--- src/rtl/mlsc_pkg.sv ---
`timescale 1ns/1ps
package mlsc_pkg;
  localparam int unsigned DATA_W     = 32;
  localparam int unsigned PERIOD_W   = 15;
  localparam logic [PERIOD_W-1:0] PERIOD_RST = 15'h176F;
  localparam int unsigned LOAD_BIT   = 15;
  localparam int unsigned ARM_LSB    = 16;
  localparam int unsigned ARM_SLOTS  = 4;
  localparam int unsigned GO_BIT     = 24;
  localparam int unsigned STAT_LSB   = 8;
  localparam logic [3:0]  OFS_LINK   = 4'h0;
  localparam logic [3:0]  OFS_SYNC   = 4'h4;

  typedef enum logic [1:0] {SEL_NONE, SEL_LINK, SEL_SYNC} reg_sel_e;
endpackage

--- src/rtl/mlsc_link_power.sv ---
`timescale 1ns/1ps
module mlsc_link_power #(
  parameter int unsigned DELAY = 16
) (
  input  logic clk,
  input  logic rst_n,
  input  logic req,
  output logic on
);
  localparam int unsigned CW = (DELAY > 1) ? $clog2(DELAY) : 1;
  localparam logic [CW-1:0] LAST = CW'(DELAY - 1);

  logic [CW-1:0] cnt_q;
  logic          on_q;

  // Status follows the request after DELAY edges of continuous mismatch.
  always_ff @(posedge clk or negedge rst_n) begin
    if (!rst_n) begin
      cnt_q <= '0;
      on_q  <= 1'b0;
    end else if (req == on_q) begin
      cnt_q <= '0;
    end else if (cnt_q == LAST) begin
      cnt_q <= '0;
      on_q  <= req;
    end else begin
      cnt_q <= cnt_q + 1'b1;
    end
  end

  assign on = on_q;
endmodule

--- src/rtl/mlsc_period_load.sv ---
`timescale 1ns/1ps
module mlsc_period_load
  import mlsc_pkg::*;
#(
  parameter int unsigned LOAD_DELAY = 3
) (
  input  logic                clk,
  input  logic                rst_n,
  input  logic                wr_en,
  input  logic [PERIOD_W-1:0] wr_period,
  input  logic                wr_load,
  output logic [PERIOD_W-1:0] prog_o,
  output logic                busy_o,
  output logic [PERIOD_W-1:0] active_o
);
  localparam int unsigned CW = (LOAD_DELAY > 1) ? $clog2(LOAD_DELAY) : 1;
  localparam logic [CW-1:0] LAST = CW'(LOAD_DELAY - 1);

  logic [PERIOD_W-1:0] prog_q, active_q;
  logic                busy_q;
  logic [CW-1:0]       cnt_q;

  always_ff @(posedge clk or negedge rst_n) begin
    if (!rst_n) begin
      prog_q   <= PERIOD_RST;
      active_q <= PERIOD_RST;
      busy_q   <= 1'b0;
      cnt_q    <= '0;
    end else begin
      if (wr_en) prog_q <= wr_period;
      if (busy_q) begin
        if (cnt_q == LAST) begin
          busy_q   <= 1'b0;
          cnt_q    <= '0;
          active_q <= prog_q;
        end else begin
          cnt_q <= cnt_q + 1'b1;
        end
      end else if (wr_en && wr_load) begin
        busy_q <= 1'b1;
        cnt_q  <= '0;
      end
    end
  end

  assign prog_o   = prog_q;
  assign busy_o   = busy_q;
  assign active_o = active_q;
endmodule

--- src/rtl/mlsc_bank_sync.sv ---
`timescale 1ns/1ps
module mlsc_bank_sync #(
  parameter int unsigned NUM_LINKS = 4
) (
  input  logic                 clk,
  input  logic                 rst_n,
  input  logic                 wr_en,
  input  logic [NUM_LINKS-1:0] wr_arm,
  input  logic                 wr_go,
  output logic [NUM_LINKS-1:0] arm_o,
  output logic                 go_o,
  output logic [NUM_LINKS-1:0] strobe_o
);
  logic [NUM_LINKS-1:0] arm_q, arm_d, strobe_q;
  logic                 go_q, go_d;

  // A pending go empties the arms first; a write in the same cycle then lands on top.
  always_comb begin
    arm_d = go_q ? '0 : arm_q;
    go_d  = 1'b0;
    if (wr_en) begin
      arm_d = wr_arm;
      go_d  = wr_go;
    end
  end

  always_ff @(posedge clk or negedge rst_n) begin
    if (!rst_n) begin
      arm_q    <= '0;
      go_q     <= 1'b0;
      strobe_q <= '0;
    end else begin
      arm_q    <= arm_d;
      go_q     <= go_d;
      strobe_q <= go_q ? arm_q : '0;
    end
  end

  assign arm_o    = arm_q;
  assign go_o     = go_q;
  assign strobe_o = strobe_q;
endmodule

--- src/rtl/mlink_sync_ctrl.sv ---
`timescale 1ns/1ps
module mlink_sync_ctrl
  import mlsc_pkg::*;
#(
  parameter int unsigned NUM_LINKS  = 4,
  parameter int unsigned PWR_DELAY  = 16,
  parameter int unsigned LOAD_DELAY = 3
) (
  input  logic                 clk,
  input  logic                 rst_n,
  input  logic                 reg_wr,
  input  logic [3:0]           reg_addr,
  input  logic [31:0]          reg_wdata,
  output logic [31:0]          reg_rdata,
  output logic [NUM_LINKS-1:0] link_pwr_req,
  output logic [NUM_LINKS-1:0] link_pwr_on,
  output logic [14:0]          sync_period,
  output logic [NUM_LINKS-1:0] bank_sw
);
  reg_sel_e             sel;
  logic                 wr_link, wr_sync;
  logic [NUM_LINKS-1:0] req_q;
  logic [NUM_LINKS-1:0] arm_q;
  logic                 go_q;
  logic                 load_busy;
  logic [PERIOD_W-1:0]  prog_period;
  logic                 unused_wdata;

  always_comb begin
    unique case (reg_addr)
      OFS_LINK: sel = SEL_LINK;
      OFS_SYNC: sel = SEL_SYNC;
      default:  sel = SEL_NONE;
    endcase
  end

  assign wr_link      = reg_wr && (sel == SEL_LINK);
  assign wr_sync      = reg_wr && (sel == SEL_SYNC);
  assign unused_wdata = ^reg_wdata;

  always_ff @(posedge clk or negedge rst_n) begin
    if (!rst_n)       req_q <= '0;
    else if (wr_link) req_q <= reg_wdata[NUM_LINKS-1:0];
  end

  for (genvar i = 0; i < NUM_LINKS; i++) begin : g_link
    mlsc_link_power #(.DELAY(PWR_DELAY)) u_pwr (
      .clk   (clk),
      .rst_n (rst_n),
      .req   (req_q[i]),
      .on    (link_pwr_on[i])
    );
  end

  mlsc_period_load #(.LOAD_DELAY(LOAD_DELAY)) u_period (
    .clk       (clk),
    .rst_n     (rst_n),
    .wr_en     (wr_sync),
    .wr_period (reg_wdata[PERIOD_W-1:0]),
    .wr_load   (reg_wdata[LOAD_BIT]),
    .prog_o    (prog_period),
    .busy_o    (load_busy),
    .active_o  (sync_period)
  );

  mlsc_bank_sync #(.NUM_LINKS(NUM_LINKS)) u_bank (
    .clk      (clk),
    .rst_n    (rst_n),
    .wr_en    (wr_sync),
    .wr_arm   (reg_wdata[ARM_LSB +: NUM_LINKS]),
    .wr_go    (reg_wdata[GO_BIT]),
    .arm_o    (arm_q),
    .go_o     (go_q),
    .strobe_o (bank_sw)
  );

  always_comb begin
    reg_rdata = '0;
    unique case (sel)
      SEL_LINK: begin
        reg_rdata[NUM_LINKS-1:0]         = req_q;
        reg_rdata[STAT_LSB +: NUM_LINKS] = link_pwr_on;
      end
      SEL_SYNC: begin
        reg_rdata[PERIOD_W-1:0]         = prog_period;
        reg_rdata[LOAD_BIT]             = load_busy;
        reg_rdata[ARM_LSB +: NUM_LINKS] = arm_q;
        reg_rdata[GO_BIT]               = go_q;
      end
      default: reg_rdata = '0;
    endcase
  end

  assign link_pwr_req = req_q;
endmodule

--- config.mk ---
export PLATFORM = sky130hd
export DESIGN_NAME = mlink_sync_ctrl
export DESIGN_NICKNAME = d
export VERILOG_FILES = /design/src/rtl/mlsc_pkg.sv /design/src/rtl/mlsc_link_power.sv /design/src/rtl/mlsc_period_load.sv /design/src/rtl/mlsc_bank_sync.sv /design/src/rtl/mlink_sync_ctrl.sv
export SDC_FILE = /design/constraint.sdc
export NUM_CORES = 1
export LEC_CHECK = 0
export ABC_AREA = 0
export BUFFER_PORTS_ARGS = -buffer_cell sky130_fd_sc_hd__clkbuf_2
export CAP_MARGIN = 0
export CORE_MARGIN = 2
export CORE_UTILIZATION = 48
export CTS_BUF_LIST = sky130_fd_sc_hd__clkbuf_2
export DETAILED_ROUTE_END_ITERATION = 7
export PLACE_DENSITY = 0.77
export SYNTH_ARGS = -nofsm -noshare
export SYNTH_HDL_FRONTEND = slang
export SYNTH_HIERARCHICAL = 1
export SYNTH_SLANG_ARGS = --single-unit
--- constraint.sdc ---
create_clock -name clk -period 4.16 [get_ports clk]
set_input_delay 0.624 -clock clk [delete_from_list [all_inputs] [get_ports clk]]
set_output_delay 0.624 -clock clk [all_outputs]
set_load 0.1 [all_outputs]
# --- After elaboration in Yosys (flattened, before gate mapping) ---
# Index checks and enable logic that the tools add are counted.
totals:
  word_cells: 72
  regBits: 66
  out_inout_bits: 59
  input_bits: 39
op_classes:
  n_eq_ne: 12
  muxes: 24
  reduce_logical: 11
  add_sub_neg: 5
  bitwise: 4
ops:
  columns: ["op", "n"]
  rows:
  - ["$mux 4", 12]
  - ["$add 4x1->4 const B", 4]
  - ["$eq 4x4->1 const B", 4]
  - ["$pmux 4 s2", 2]
  - ["$reduce_and 2->1", 5]
  - ["$mux 8", 1]
  - ["$mux 2", 3]
  - ["$mux 1", 5]
  - ["$eq 1x1->1", 4]
  - ["$eq 2x2->1 const B", 2]
  - ["$eq 4x3->1 const B", 1]
  - ["$logic_not 4->1", 1]
  - ["$not 1->1", 4]
  - ["$pmux 2 s2", 1]
  - ["$reduce_bool 2->1", 2]
  - ["$logic_and 1x1->1", 3]
  - ["$add 2x1->2 const B", 1]
  - ["$eq 2x1->1 const B", 1]

# --- Depth between registers and ports, before layout ---
# Gate-level depths: netlist of run 1.
depth:
  depth_word: 7
  mapped_depth: 8
  depth_no_buf: 6

# --- By module ---
# Netlist of run 1, hierarchy kept.
by_module_without_submodules:
  columns: ["mod", "area_per_inst_um2", "instances", "seq_area_each_um2", "cells_each"]
  rows:
  - ["mlsc_period_load", 1306.3, 1, 850.8, 73]
  - ["mlsc_link_power", 230.2, 4, 125.1, 18]
  - ["mlink_sync_ctrl", 509.2, 1, 100.1, 62]
  - ["mlsc_bank_sync", 311.5, 1, 225.2, 23]

# --- Worst setup path before layout of run 1 ---
# OpenSTA, ideal clock, no wires.
synth_path:
  path_type: "input to output"
  startpoint: "input port reg_addr[1]"
  endpoint: "output port reg_rdata[1]"
  path_stages: 6
  required_time_ns: 3.536
  setup_slack_ns: 0.820
  path_buffers: 1
  t_arrival_ns: 2.716
  cell_sequence: "nor3_1 and2_1 ha_1 buf_2 a22oi_1 nor2_1"
synth_between:
  elab_chain_cells: 4
  elab_cells_between_ends: 6
  classes_between: "eq/ne: 3; mux: 2; reduce/logical: 1"
synth_lines:
  columns: ["item", "line", "rtl"]
  rows:
  - ["from (decl)", "mlink_sync_ctrl.sv:12", "input logic [3:0] reg_addr,"]
  - ["$eq 4x3->1 / $logic_not 4->1 (equally long branches)", "mlink_sync_ctrl.sv:30", "unique case (reg_addr)"]
  - ["$pmux 2 s2 *", "mlink_sync_ctrl.sv:30", null]
  - ["$eq 2x2->1 / $eq 2x1->1 (equally long branches)", "mlink_sync_ctrl.sv:79", "unique case (sel)"]
  - ["$pmux 4 s2 *", "mlink_sync_ctrl.sv:79", null]
  - ["to (decl)", "mlink_sync_ctrl.sv:14", "output logic [31:0] reg_rdata,"]
# Every way passes the cells marked *; elsewhere a longest branch is shown, timed or not.

# --- Worst setup path in the final report of run 1 ---
layout_path:
  startpoint: "input port reg_addr[1]"
  endpoint: "output port reg_rdata[2]"
# The elaborated chain is that of the path after synthesis.

==> impl_metrics.prom, run 1 <==
# TYPE chip_impl_metric gauge
chip_impl_info{name="worst_hold_check_path_type",value="input pin to async pin"} 1
chip_impl_metric{name="remaining_drc_errors",unit=""} 0
chip_impl_metric{name="switchingPower",unit="mW"} 1.143
chip_impl_metric{name="static-leakage-power",unit="nW"} 1.772
chip_impl_info{name="clk_root_buffer_cell",value="clkbuf_2"} 1
chip_impl_info{name="status",value="finished, final reports clean"} 1
chip_impl_metric{name="boundaryPins",unit=""} 98
chip_impl_metric{name="max-clock-path-buffers",unit=""} 2
chip_impl_metric{name="final-setup-viol-count",unit=""} 0
chip_impl_metric{name="required_time_at_the_endpoint_of_the_critical_path",unit="ns"} 3.54
chip_impl_metric{name="antenna-diode-count",unit=""} 0
chip_impl_metric{name="multi_input_comb_area",unit="um^2"} 1262
chip_impl_metric{name="place.detailed.hpwl",unit="mm"} 4.106
chip_impl_metric{name="grtUsageMet1",unit="%"} 24.31
chip_impl_metric{name="cts_setup_buffers",unit=""} 0
chip_impl_metric{name="timing.final.crit_share",unit="%"} 74.46
chip_impl_metric{name="grt.total_usage",unit="%"} 18.20
chip_impl_metric{name="fin_ws",unit="ns"} 1.063
chip_impl_metric{name="numCtsBuffers",unit=""} 9
chip_impl_metric{name="finalClockSkew",unit="ns"} 0.01599
chip_impl_metric{name="cpPeakStageDelay",unit="ns"} 0.46
chip_impl_metric{name="sequentialPowerShare",unit="%"} 41.0
chip_impl_metric{name="finalWeightedCongestion",unit=""} 0.6944
chip_impl_metric{name="nFillCells",unit=""} 541
chip_impl_metric{name="clk_transition_reported_paths",unit="ns"} 0.17
chip_impl_metric{name="floorplan.die_area",unit="um^2"} 7003
chip_impl_metric{name="grt_pass1_vias",unit=""} 2056
chip_impl_metric{name="worst_ir_drop_vdd",unit="mV"} 0.4046
chip_impl_metric{name="final.min_clock_period",unit="ns"} 3.097
chip_impl_metric{name="die_height",unit="um"} 83.69
chip_impl_metric{name="die_width",unit="um"} 83.69
chip_impl_info{name="critical_path.cell_chain",value="clkbuf_2 > nor3_1 > and2_1 > ha_1 > buf_4 > a22oi_1 > nor2_1 > clkbuf_2"} 1
chip_impl_metric{name="crit_arrival",unit="ns"} 2.47
chip_impl_metric{name="r2r_cells",unit=""} 2
chip_impl_metric{name="cts-htree-levels",unit=""} 3
chip_impl_metric{name="cellInternalPower",unit="mW"} 1.245
chip_impl_info{name="top_usage_layer",value="met2"} 1
chip_impl_metric{name="max_freq",unit="GHz"} 0.3229
chip_impl_metric{name="drt-pass1-iter-count",unit=""} 4
chip_impl_metric{name="cts_repair_resize_count",unit=""} 0
chip_impl_metric{name="initial_utilization",unit="%"} 48.84
chip_impl_info{name="worst_path_most_repeated_cell",value="clkbuf_2"} 1
chip_impl_metric{name="grt_start_max_net_pins",unit=""} 46
chip_impl_metric{name="seq_area_frac_synth",unit="%"} 55.01
chip_impl_info{name="worst_setup_path_end_kind",value="output port"} 1
chip_impl_metric{name="antenna_violations_before_repair",unit=""} 0
chip_impl_metric{name="switching_share",unit="%"} 47.87
chip_impl_metric{name="buffer_ports.inserted",unit=""} 75
chip_impl_metric{name="dp_slack",unit="ns"} 1.017
chip_impl_metric{name="power.density_cell_area",unit="nW/um^2"} 671.7
chip_impl_metric{name="hold_ws",unit="ns"} 0.2867
chip_impl_info{name="timing_worst_setup_path_type",value="input pin to output port"} 1
chip_impl_metric{name="clk_latency",unit="ns"} 0.48
chip_impl_metric{name="core",unit="um^2"} 6241
chip_impl_metric{name="regArea",unit="um^2"} 1677
chip_impl_metric{name="global_route.usage.met3",unit="%"} 3.858
chip_impl_metric{name="final_antenna_net_count",unit=""} 0
chip_impl_info{name="kind_of_launch_point_of_the_worst_setup_path",value="input pin"} 1
chip_impl_metric{name="routed-via-count",unit=""} 1975
chip_impl_metric{name="slew-limit-headroom",unit="%"} 33.48
chip_impl_metric{name="worst-slew-pin-transition",unit="ns"} 0.9977
chip_impl_metric{name="mappedNetlistArea",unit="um^2"} 3048
chip_impl_info{name="timing.critical_path.slowest_stage_cell",value="clkbuf_2"} 1
chip_impl_metric{name="grt_remaining_overflow",unit=""} 0
chip_impl_metric{name="synth.avg_cell_area",unit="um^2"} 13.25
chip_impl_metric{name="totalNegativeSetupSlack",unit="ns"} 0
chip_impl_info{name="tritoncts",value="built"} 1
chip_impl_metric{name="final_hold_violation_count",unit=""} 0
chip_impl_metric{name="first_drt_iteration_drcs",unit=""} 63
chip_impl_info{name="layout.cells.most_common_list",value="86 x clkbuf_2, 46 x dfrtp_1, 21 x mux2_2"} 1
chip_impl_metric{name="global_route_wire_length_before_repair",unit="mm"} 9.984
chip_impl_metric{name="synth-seq-cells",unit=""} 66
chip_impl_metric{name="numClockSinks",unit=""} 66
chip_impl_metric{name="count_of_nets_after_finishing",unit=""} 356
chip_impl_metric{name="ys_warn_count",unit=""} 6
chip_impl_info{name="rsz0062_at_grt",value="false"} 1
chip_impl_metric{name="cts.hold.buffers_added",unit=""} 0
chip_impl_metric{name="gate_power_share",unit="%"} 44.0
chip_impl_metric{name="synthCells",unit=""} 230
chip_impl_metric{name="areaGrowthSynthToFinish",unit="%"} 16.63
chip_impl_metric{name="ys_types",unit=""} 34
chip_impl_metric{name="final-max-slew-violation-count",unit=""} 0
chip_impl_metric{name="avgViaCountPerCell",unit=""} 5.025
chip_impl_info{name="layout.cells.most_common",value="clkbuf_2"} 1
chip_impl_metric{name="cap_violations",unit=""} 0
chip_impl_metric{name="rows",unit=""} 29
chip_impl_metric{name="critical_path.max_fanout",unit=""} 12
chip_impl_metric{name="met2_usage",unit="%"} 29.24
chip_impl_metric{name="routed_wl",unit="mm"} 5.853
chip_impl_metric{name="clock_power_share",unit="%"} 14.9
chip_impl_metric{name="proportion_of_layout_cells_with_a_drive_suffix_above_1",unit="%"} 51.27
chip_impl_metric{name="avgRoutedWirePerCell",unit="um"} 14.89
-- metal layers --
metal  vias to the layer above  routed length, um  part of all wire [%]
met2                        59               2848                    49
met1                       976               2693                    46
li1                        932                  -                     -
met4                         0                 87                   1.5
met3                         8                223                   3.8
met5                         -                  0                     0
-- worst max-delay path: cells and delay by family --
| family | cells | cell delay (ns) |
|---|---|---|
| compound gates | 1 | 0.10 |
| fa+ha+maj | 1 | 0.42 |
| buf+inv | 3 | 0.82 |
| simple gates | 3 | 0.50 |
-- sequential cells by signal, indices dropped and copies added (netlist names) --
register / flops
g_link.u_pwr/cnt_q: 16
g_link.u_pwr/on: 4
u_period/prog_o: 15
u_period/cnt_q: 2
u_bank/strobe_o: 4
u_bank/go_o: 1
link_pwr_req: 4
u_bank/arm_o: 4
u_period/active_o: 15
u_period/busy_o: 1
-- logic make-up after synthesis --
family | share of synthesized area (%)
compound gates | 5.542
xor+xnor | 2.299
fa+ha+maj | 2.463
buf+inv | 4.803
flops | 55.01
mux | 16.13
other cells | 0.1230
simple gates | 13.63
-- power groups by stage --
stage	Sequential (mW)	Combinational (mW)	Clock (mW)
3_3_place_gp	0.980	1.04	0
6_report	0.980	1.05	0.357
5_1_grt	1.01	1.10	0.406
2_1_floorplan	1.55	0.337	0
4_1_cts	0.980	1.06	0.371
3_5_place_dp	0.992	1.06	0
-- worst paths after layout --
path                                                    start                                  to  slack (ns)
max                                               reg_addr[1]                        reg_rdata[2]        1.06
min                                                     rst_n         u_bank/arm_o[2]$_DFFE_PN0P_        0.29
max reg2reg                     u_period/cnt_q[0]$_DFFE_PN0P_    u_period/active_o[7]$_DFFE_PN0P_        2.87
min reg2reg                g_link[2].u_pwr/cnt_q[0]$_DFF_PN0_  g_link[2].u_pwr/cnt_q[0]$_DFF_PN0_        0.53
max in group asynchronous                               rst_n     u_period/prog_o[10]$_DFFE_PN1P_        2.95
min in group clk                                reg_wdata[18]         u_bank/arm_o[2]$_DFFE_PN0P_        0.33
-- synthesized netlist by cell type, drive strengths merged --
cell type / number / area share (%)
a21o: 1 / 0.25
a21oi: 9 / 1.5
a22o: 3 / 0.86
a22oi: 8 / 2.0
and2: 20 / 4.1
and2b: 1 / 0.25
buf: 17 / 4.1
clkbuf: 1 / 0.12
conb: 1 / 0.12
dfrtp: 46 / 38
dfstp: 20 / 17
ha: 6 / 2.5
inv: 5 / 0.62
mux2: 38 / 16
nand2: 4 / 0.74
nand2b: 2 / 0.41
nand3: 4 / 1.3
nand3b: 1 / 0.66
nand4b: 4 / 1.1
nor2: 13 / 1.7
nor2b: 5 / 1.0
nor3: 1 / 0.16
nor3b: 5 / 1.9
nor4: 1 / 0.21
o21ai: 6 / 0.99
xnor2: 8 / 2.3
-- area by class of cell --
cell class,instances,share of cell area (%)
inverters,5,0.5280
flip-flops and latches,66,47.17
multi-input cells,151,35.52
well taps,77,2.710
clock buffers,12,1.690
clock inverters,4,1.197
repair buffers,78,11.19
-- through the flow --
stage                     cell area, um^2  total power, mW  util [%]  std cells
after floorplan                      3085            1.891         -        240
after global placement               3452            2.025     55.31        377
after detailed placement             3452            2.050     55.31        377
after CTS                            3555            2.410     56.96        393
after global routing                 3555            2.513     56.96        393
final                                3555            2.387     56.96        393
(Power assumes the default switching activity.)
==> run 2: changes to the inputs <==
==> constraint.sdc (replaced) <==
create_clock -name clk -period 3.15 [get_ports clk]
set_input_delay 0.4725 -clock clk [delete_from_list [all_inputs] [get_ports clk]]
set_output_delay 0.4725 -clock clk [all_outputs]
set_load 0.1 [all_outputs]
==> run 2 against run 1 <==
  * Combinational power grew 32%
  * Critical path depth shrank 2
  * Largest cell class unchanged
  * Die area is the same
  * Hold slack lost 0.11 ns
  * Non-clock buffer count grew 2
  * Largest power group unchanged
  * Sequential share of layout area shrank 2.0 points
==> impl_metrics.prom, run 2 (same netlist as run 1, synthesis figures left out) <==
# TYPE chip_impl_metric gauge
chip_impl_info{name="status",value="finished, final reports clean"} 1
chip_impl_metric{name="numClockSinks",unit=""} 66
chip_impl_metric{name="numCtsBuffers",unit=""} 9
chip_impl_info{name="critical_path.cell_chain",value="clkbuf_2 > nor4_1 > ha_1 > a22oi_1 > nor2_1 > buf_12"} 1
chip_impl_metric{name="path_buf_inv",unit=""} 2
chip_impl_metric{name="first_drt_iteration_drcs",unit=""} 57
chip_impl_metric{name="initial_utilization",unit="%"} 48.84
chip_impl_info{name="tritoncts",value="built"} 1
chip_impl_metric{name="required_time_at_the_endpoint_of_the_critical_path",unit="ns"} 2.68
chip_impl_metric{name="max_freq",unit="GHz"} 0.3969
chip_impl_metric{name="areaGrowthSynthToFinish",unit="%"} 21.88
chip_impl_info{name="kind_of_launch_point_of_the_worst_setup_path",value="input pin"} 1
chip_impl_metric{name="rows",unit=""} 29
chip_impl_metric{name="cap_violations",unit=""} 0
chip_impl_metric{name="antenna-diode-count",unit=""} 0
chip_impl_metric{name="routed-via-count",unit=""} 2008
chip_impl_info{name="clk_root_buffer_cell",value="clkbuf_2"} 1
chip_impl_metric{name="boundaryPins",unit=""} 98
chip_impl_metric{name="place.detailed.hpwl",unit="mm"} 4.207
chip_impl_metric{name="cts_repair_resize_count",unit=""} 0
chip_impl_metric{name="die_height",unit="um"} 83.69
chip_impl_info{name="worst_hold_check_path_type",value="input pin to flop"} 1
chip_impl_metric{name="timing.final.crit_share",unit="%"} 79.99
chip_impl_info{name="register_ranked_first_by_flip_flop_count",value="g_link.u_pwr/cnt_q"} 1
chip_impl_metric{name="final_hold_violation_count",unit=""} 0
chip_impl_metric{name="die_width",unit="um"} 83.69
chip_impl_metric{name="avgViaCountPerCell",unit=""} 5.084
chip_impl_metric{name="final.min_clock_period",unit="ns"} 2.520
chip_impl_metric{name="largest_reg_flops",unit=""} 16
chip_impl_metric{name="finalClockSkew",unit="ns"} 0.03211
chip_impl_metric{name="placed_cells_incl_taps",unit=""} 378
chip_impl_metric{name="crit_arrival",unit="ns"} 2.05
chip_impl_metric{name="static-leakage-power",unit="nW"} 1.805
chip_impl_metric{name="clk_transition_reported_paths",unit="ns"} 0.18
chip_impl_metric{name="buffer_ports.inserted",unit=""} 75
chip_impl_metric{name="finalWeightedCongestion",unit=""} 0.7637
chip_impl_metric{name="worst-slew-pin-transition",unit="ns"} 0.5566
chip_impl_info{name="timing.critical_path.slowest_stage_cell",value="ha_1"} 1
chip_impl_metric{name="max-clock-path-buffers",unit=""} 2
chip_impl_metric{name="grt.total_usage",unit="%"} 18.32
chip_impl_metric{name="routed_wl",unit="mm"} 5.808
chip_impl_metric{name="clk_latency",unit="ns"} 0.49
chip_impl_info{name="worst_setup_path_end_kind",value="output port"} 1
chip_impl_info{name="cp_delay_by_family_top",value="simple AND/OR/NAND/NOR gates"} 1
chip_impl_metric{name="remaining_drc_errors",unit=""} 0
chip_impl_metric{name="proportion_of_layout_cells_with_a_drive_suffix_above_1",unit="%"} 51.89
chip_impl_metric{name="cts-htree-levels",unit=""} 3
chip_impl_metric{name="worst_ir_drop_vdd",unit="mV"} 0.6739
chip_impl_metric{name="grt_remaining_overflow",unit=""} 0
chip_impl_info{name="timing_worst_setup_path_type",value="input pin to output port"} 1
chip_impl_metric{name="hold_ws",unit="ns"} 0.1742
chip_impl_metric{name="floorplan.die_area",unit="um^2"} 7003
chip_impl_metric{name="count_of_nets_after_finishing",unit=""} 358
chip_impl_metric{name="core",unit="um^2"} 6241
chip_impl_metric{name="global_route_wire_length_before_repair",unit="mm"} 9.956
chip_impl_info{name="rsz0062_at_grt",value="false"} 1
chip_impl_metric{name="final-setup-viol-count",unit=""} 0
chip_impl_metric{name="final-max-slew-violation-count",unit=""} 0
chip_impl_metric{name="instances_no_fill",unit=""} 395
chip_impl_metric{name="cpPeakStageDelay",unit="ns"} 0.52
chip_impl_metric{name="drt-pass1-iter-count",unit=""} 4
chip_impl_metric{name="grt_pass1_vias",unit=""} 2031
chip_impl_info{name="layout.cells.most_common",value="clkbuf_2"} 1
chip_impl_metric{name="final_antenna_net_count",unit=""} 0
chip_impl_metric{name="power.density_cell_area",unit="nW/um^2"} 852.8
chip_impl_metric{name="critical_path.max_fanout",unit=""} 9
chip_impl_metric{name="slew-limit-headroom",unit="%"} 63.05
chip_impl_metric{name="totalNegativeSetupSlack",unit="ns"} 0
chip_impl_metric{name="antenna_violations_before_repair",unit=""} 0
chip_impl_info{name="layout.cells.most_common_list",value="77 x clkbuf_2, 46 x dfrtp_1, 21 x mux2_2"} 1
chip_impl_metric{name="avgRoutedWirePerCell",unit="um"} 14.70
chip_impl_metric{name="grt_start_max_net_pins",unit=""} 30
-- run 2: final cells by class --
class | instances | area, um^2
Fill cell | 551 | 2526
Sequential cell | 66 | 1677
Multi-Input combinational cell | 151 | 1262
Timing Repair Buffer | 80 | 548.0
Tap cell | 77 | 96.34
Clock inverter | 5 | 57.56
Clock buffer | 11 | 55.05
Inverter | 5 | 18.77
-- run 2: stage by stage --
stage               setup slack [ns]  util [%]  power [mW]  instance area [um^2]
floorplan                     0.1131         -       2.497                  3085
global placement              0.6637     57.56       2.677                  3592
detailed placement            0.6297     57.56       2.716                  3592
CTS                           0.6133     59.52       3.200                  3715
global route                  0.4165     59.52       3.323                  3715
finish                        0.6302     59.52       3.168                  3715
-- run 2: worst register-to-register path, stage by stage, from the launching register on --
cell and delay, ns:
dfrtp_1 0.43, nand3b_4 0.39, mux2_4 0.41
-- run 2: final timing paths --
kind	startpoint	end	slack [ns]	cells after the start
worst max-delay path	reg_addr[1]	reg_rdata[3]	0.63	6
worst min register to register	g_link[3].u_pwr/cnt_q[0]$_DFF_PN0_	g_link[3].u_pwr/cnt_q[0]$_DFF_PN0_	0.52	1
max in group asynchronous	rst_n	u_period/active_o[8]$_DFFE_PN1P_	2.02	3
worst min-delay path	reg_wdata[18]	u_bank/arm_o[2]$_DFFE_PN0P_	0.17	3
min in group asynchronous	rst_n	g_link[0].u_pwr/on$_DFFE_PN0P_	0.38	2
worst max register to register	u_period/cnt_q[0]$_DFFE_PN0P_	u_period/active_o[7]$_DFFE_PN0P_	1.86	2
-- run 2: per-layer routing --
layer / part of all wire, % / track usage, %
met5: 0 / 0
met3: 6.5 / 6.429
met4: 1.7 / 5.865
met1: 42 / 23.81
met2: 49 / 28.87
-- run 2: where the power goes --
group	switching, mW	total, mW	internal [mW]
logic	1.05	1.39	0.337
clock network	0.287	0.475	0.188
registers	0.178	1.30	1.12
total	1.52	3.17	1.65
-- run 2: timing repair --
action	CTS	global route
hold buffers	1	0
endpoints found under the hold margin	9	0
buffers inserted	0	0
==> run 3: changes to the inputs <==
--- a/config.mk
+++ b/config.mk
@@ -5,14 +5,14 @@
 export SDC_FILE = /design/constraint.sdc
 export NUM_CORES = 1
 export LEC_CHECK = 0
-export ABC_AREA = 0
+export ABC_AREA = 1
 export BUFFER_PORTS_ARGS = -buffer_cell sky130_fd_sc_hd__clkbuf_2
 export CAP_MARGIN = 0
 export CORE_MARGIN = 2
 export CORE_UTILIZATION = 48
 export CTS_BUF_LIST = sky130_fd_sc_hd__clkbuf_2
 export DETAILED_ROUTE_END_ITERATION = 7
-export PLACE_DENSITY = 0.77
+export PLACE_DENSITY = 0.8
 export SYNTH_ARGS = -nofsm -noshare
 export SYNTH_HDL_FRONTEND = slang
 export SYNTH_HIERARCHICAL = 1
==> constraint.sdc (replaced) <==
create_clock -name clk -period 2.2 [get_ports clk]
set_input_delay 0.33 -clock clk [delete_from_list [all_inputs] [get_ports clk]]
set_output_delay 0.33 -clock clk [all_outputs]
set_load 0.1 [all_outputs]
==> run 3 against run 2 <==
  * Wire length up 14%
  * Hold slack worse by 0.11 ns
  * Die area up 3.1%
==> impl_metrics.prom, run 3 <==
# TYPE chip_impl_metric gauge
chip_impl_metric{name="seq_area_frac_synth",unit="%"} 53.26
chip_impl_metric{name="grt.total_usage",unit="%"} 19.21
chip_impl_metric{name="timing.final.crit_share",unit="%"} 92.48
chip_impl_metric{name="max_freq",unit="GHz"} 0.4915
chip_impl_metric{name="synth_compound_area_share",unit="%"} 5.008
chip_impl_metric{name="max-clock-path-buffers",unit=""} 2
chip_impl_metric{name="avgViaCountPerCell",unit=""} 4.772
chip_impl_info{name="rsz0062_at_grt",value="false"} 1
chip_impl_metric{name="count_of_nets_after_finishing",unit=""} 512
chip_impl_metric{name="largest_reg_flops",unit=""} 16
chip_impl_metric{name="routed-via-count",unit=""} 2620
chip_impl_metric{name="synth-simple-area-share",unit="%"} 25.72
chip_impl_metric{name="final.min_clock_period",unit="ns"} 2.035
chip_impl_metric{name="clk_latency",unit="ns"} 0.48
chip_impl_metric{name="post_synth_mux_area_share",unit="%"} 0
chip_impl_metric{name="crit_arrival",unit="ns"} 1.70
chip_impl_metric{name="global_route_wire_length_before_repair",unit="mm"} 10.97
chip_impl_info{name="clk_root_buffer_cell",value="clkbuf_2"} 1
chip_impl_info{name="yosys_most_used_dff",value="dfrtp_1"} 1
chip_impl_metric{name="areaGrowthSynthToFinish",unit="%"} 32.51
chip_impl_info{name="timing_worst_setup_path_type",value="input pin to output port"} 1
chip_impl_metric{name="antenna-diode-count",unit=""} 0
chip_impl_metric{name="cts_setup_buffers",unit=""} 0
chip_impl_metric{name="synth_enable_flop_cells",unit=""} 0
chip_impl_metric{name="cap_violations",unit=""} 0
chip_impl_metric{name="slew-limit-headroom",unit="%"} 55.79
chip_impl_metric{name="synth-adder-area-share",unit="%"} 2.385
chip_impl_metric{name="die_width",unit="um"} 84.99
chip_impl_info{name="kind_of_launch_point_of_the_worst_setup_path",value="input pin"} 1
chip_impl_metric{name="routed_wl",unit="mm"} 6.614
chip_impl_metric{name="hold_ws",unit="ns"} 0.06193
chip_impl_metric{name="grt_remaining_overflow",unit=""} 0
chip_impl_info{name="layout.cells.most_common",value="nand2_1"} 1
chip_impl_metric{name="initial_utilization",unit="%"} 49.58
chip_impl_metric{name="finalClockSkew",unit="ns"} 0.02272
chip_impl_metric{name="final-setup-viol-count",unit=""} 0
chip_impl_metric{name="power.density_cell_area",unit="nW/um^2"} 1059
chip_impl_metric{name="required_time_at_the_endpoint_of_the_critical_path",unit="ns"} 1.87
chip_impl_info{name="layout.cells.most_common_list",value="130 x nand2_1, 62 x clkbuf_2, 55 x inv_1"} 1
chip_impl_info{name="status",value="finished, final reports clean"} 1
chip_impl_info{name="worst_setup_path_end_kind",value="output port"} 1
chip_impl_metric{name="remaining_drc_errors",unit=""} 0
chip_impl_metric{name="finalWeightedCongestion",unit=""} 0.7680
chip_impl_metric{name="avgRoutedWirePerCell",unit="um"} 12.05
chip_impl_metric{name="cts_repair_resize_count",unit=""} 0
chip_impl_metric{name="numClockSinks",unit=""} 66
chip_impl_metric{name="final_antenna_net_count",unit=""} 0
chip_impl_metric{name="synth-seq-cells",unit=""} 66
chip_impl_metric{name="yosys.area_share.xor_xnor",unit="%"} 1.113
chip_impl_metric{name="worst-slew-pin-transition",unit="ns"} 0.6632
chip_impl_metric{name="netlist.area_leader.share",unit="%"} 36.57
chip_impl_info{name="synth_top_cells_by_count",value="130 x nand2_1, 55 x inv_1, 46 x dfrtp_1, 21 x nand3_1, 20 x dfstp_2"} 1
chip_impl_info{name="register_ranked_first_by_flip_flop_count",value="g_link.u_pwr/cnt_q"} 1
chip_impl_metric{name="drt-pass1-iter-count",unit=""} 4
chip_impl_metric{name="static-leakage-power",unit="nW"} 2.186
chip_impl_metric{name="clk_transition_reported_paths",unit="ns"} 0.18
chip_impl_metric{name="place.detailed.hpwl",unit="mm"} 4.852
chip_impl_metric{name="asyncSetResetFlopFracSynth",unit="%"} 100.0
chip_impl_metric{name="dp_slack",unit="ns"} 0.1458
chip_impl_metric{name="rows",unit=""} 29
chip_impl_metric{name="synth.avg_cell_area",unit="um^2"} 8.395
chip_impl_info{name="worst_hold_check_path_type",value="input pin to flop"} 1
chip_impl_metric{name="numCtsBuffers",unit=""} 9
chip_impl_metric{name="antenna_violations_before_repair",unit=""} 0
chip_impl_metric{name="floorplan.die_area",unit="um^2"} 7222
chip_impl_metric{name="critical_path.max_fanout",unit=""} 11
chip_impl_metric{name="cts-htree-levels",unit=""} 3
chip_impl_metric{name="die_height",unit="um"} 84.99
chip_impl_metric{name="boundaryPins",unit=""} 98
chip_impl_metric{name="final_hold_violation_count",unit=""} 0
chip_impl_metric{name="first_drt_iteration_drcs",unit=""} 197
chip_impl_metric{name="grt_pass1_vias",unit=""} 2485
chip_impl_info{name="synth.largest_area_cell",value="dfrtp_1"} 1
chip_impl_metric{name="ys_warn_count",unit=""} 6
chip_impl_info{name="synth_top_family_by_area",value="simple AND/OR/NAND/NOR gates"} 1
chip_impl_info{name="synth_area_leaders",value="dfrtp_1 37%, dfstp_2 17%, nand2_1 16%"} 1
chip_impl_metric{name="grt_start_max_net_pins",unit=""} 46
chip_impl_metric{name="final-max-slew-violation-count",unit=""} 0
chip_impl_metric{name="fin_ws",unit="ns"} 0.1654
chip_impl_metric{name="core",unit="um^2"} 6350
chip_impl_info{name="tritoncts",value="built"} 1
chip_impl_metric{name="cts.hold.buffers_added",unit=""} 11
chip_impl_metric{name="ys_types",unit=""} 22
chip_impl_metric{name="mappedNetlistArea",unit="um^2"} 3148
chip_impl_metric{name="proportion_of_layout_cells_with_a_drive_suffix_above_1",unit="%"} 27.33
chip_impl_metric{name="synthCells",unit=""} 375
chip_impl_metric{name="worst_ir_drop_vdd",unit="mV"} 1.363
chip_impl_info{name="most_common_cell_in_the_synthesized_netlist",value="nand2_1"} 1
chip_impl_metric{name="buffer_ports.inserted",unit=""} 75
run 3: cell count changes after synthesis, moves of 7 or more:
cell	before	now
nand2_1	3	130
inv_1	5	55
mux2_2	21	0
nand3_1	0	21
nand4_1	0	19
and2_1	19	1
mux2_4	17	0
o21ai_0	6	15
a22oi_1	8	0
a21oi_1	9	2
run 3: path summary, 6_finish.rpt:
| path | from | endpoint | slack, ns | cells after the start |
|---|---|---|---|---|
| min in group asynchronous | rst_n | u_bank/arm_o[2]$_DFFE_PN0P_ | 0.33 | 2 |
| max reg2reg | u_period/cnt_q[1]$_DFFE_PN0P_ | u_period/active_o[13]$_DFFE_PN0P_ | 0.77 | 3 |
| min reg2reg | u_period/active_o[8]$_DFFE_PN1P_ | u_period/active_o[8]$_DFFE_PN1P_ | 0.47 | 2 |
| max in group asynchronous | rst_n | u_period/active_o[0]$_DFFE_PN1P_ | 1.20 | 3 |
| max | reg_addr[1] | reg_rdata[19] | 0.17 | 9 |
| min | reg_wdata[14] | u_period/prog_o[14]$_DFFE_PN0P_ | 0.06 | 3 |
run 3: power breakdown:
part | total, mW | switching, mW | internal, mW
logic | 1.89 | 1.56 | 0.326
registers | 1.84 | 0.262 | 1.58
clock network | 0.692 | 0.432 | 0.261
total | 4.42 | 2.25 | 2.16
run 3: logic make-up (layout without fill, tap and decap cells):
group                      Yosys count  in the layout
DFF                                 66             66
and+or+nand+nor                    191            191
adders and majority gates            6              6
xor gates and xnor gates             4              4
other                                1             11
buffers and inverters               80            167
AOI/OAI and AO/OA                   27             27
run 3: layout make-up:
class / count / area, um^2
Timing Repair Buffer: 95 / 895.9
Inverter: 56 / 210.2
Multi-Input combinational cell: 239 / 1179
Tap cell: 77 / 96.34
Clock buffer: 9 / 45.04
Clock inverter: 7 / 68.82
Sequential cell: 66 / 1677
Fill cell: 483 / 2178
run 3: layer usage:
metal	share of wire, %	global-route usage [%]	up-vias
met5	0	0	-
met4	0.97	7.648	0
met3	6.4	5.350	5
met2	49	31.11	76
met1	44	24.47	1214
li1	-	-	1325
run 3: through the flow:
stage / setup TNS [ns] / util, % / total power, mW / instance area [um^2] / cells
detailed placement: 0 / 62.01 / 3.733 / 3938 / 521
CTS: 0 / 65.54 / 4.447 / 4161 / 548
global route: 0 / 65.69 / 4.653 / 4172 / 549
finish: 0 / 65.69 / 4.418 / 4172 / 549
floorplan: -0.1268 / - / 3.428 / 3246 / 385
global placement: 0 / 62.01 / 3.684 / 3938 / 521
run 3: worst max-delay path, cell delays in order:
cell and delay, ns:
clkbuf_2 0.08, nor2_1 0.12, nand3_1 0.11, inv_1 0.07
ha_1 0.39, buf_4 0.26, nand2_1 0.07, inv_1 0.10
buf_12 0.18
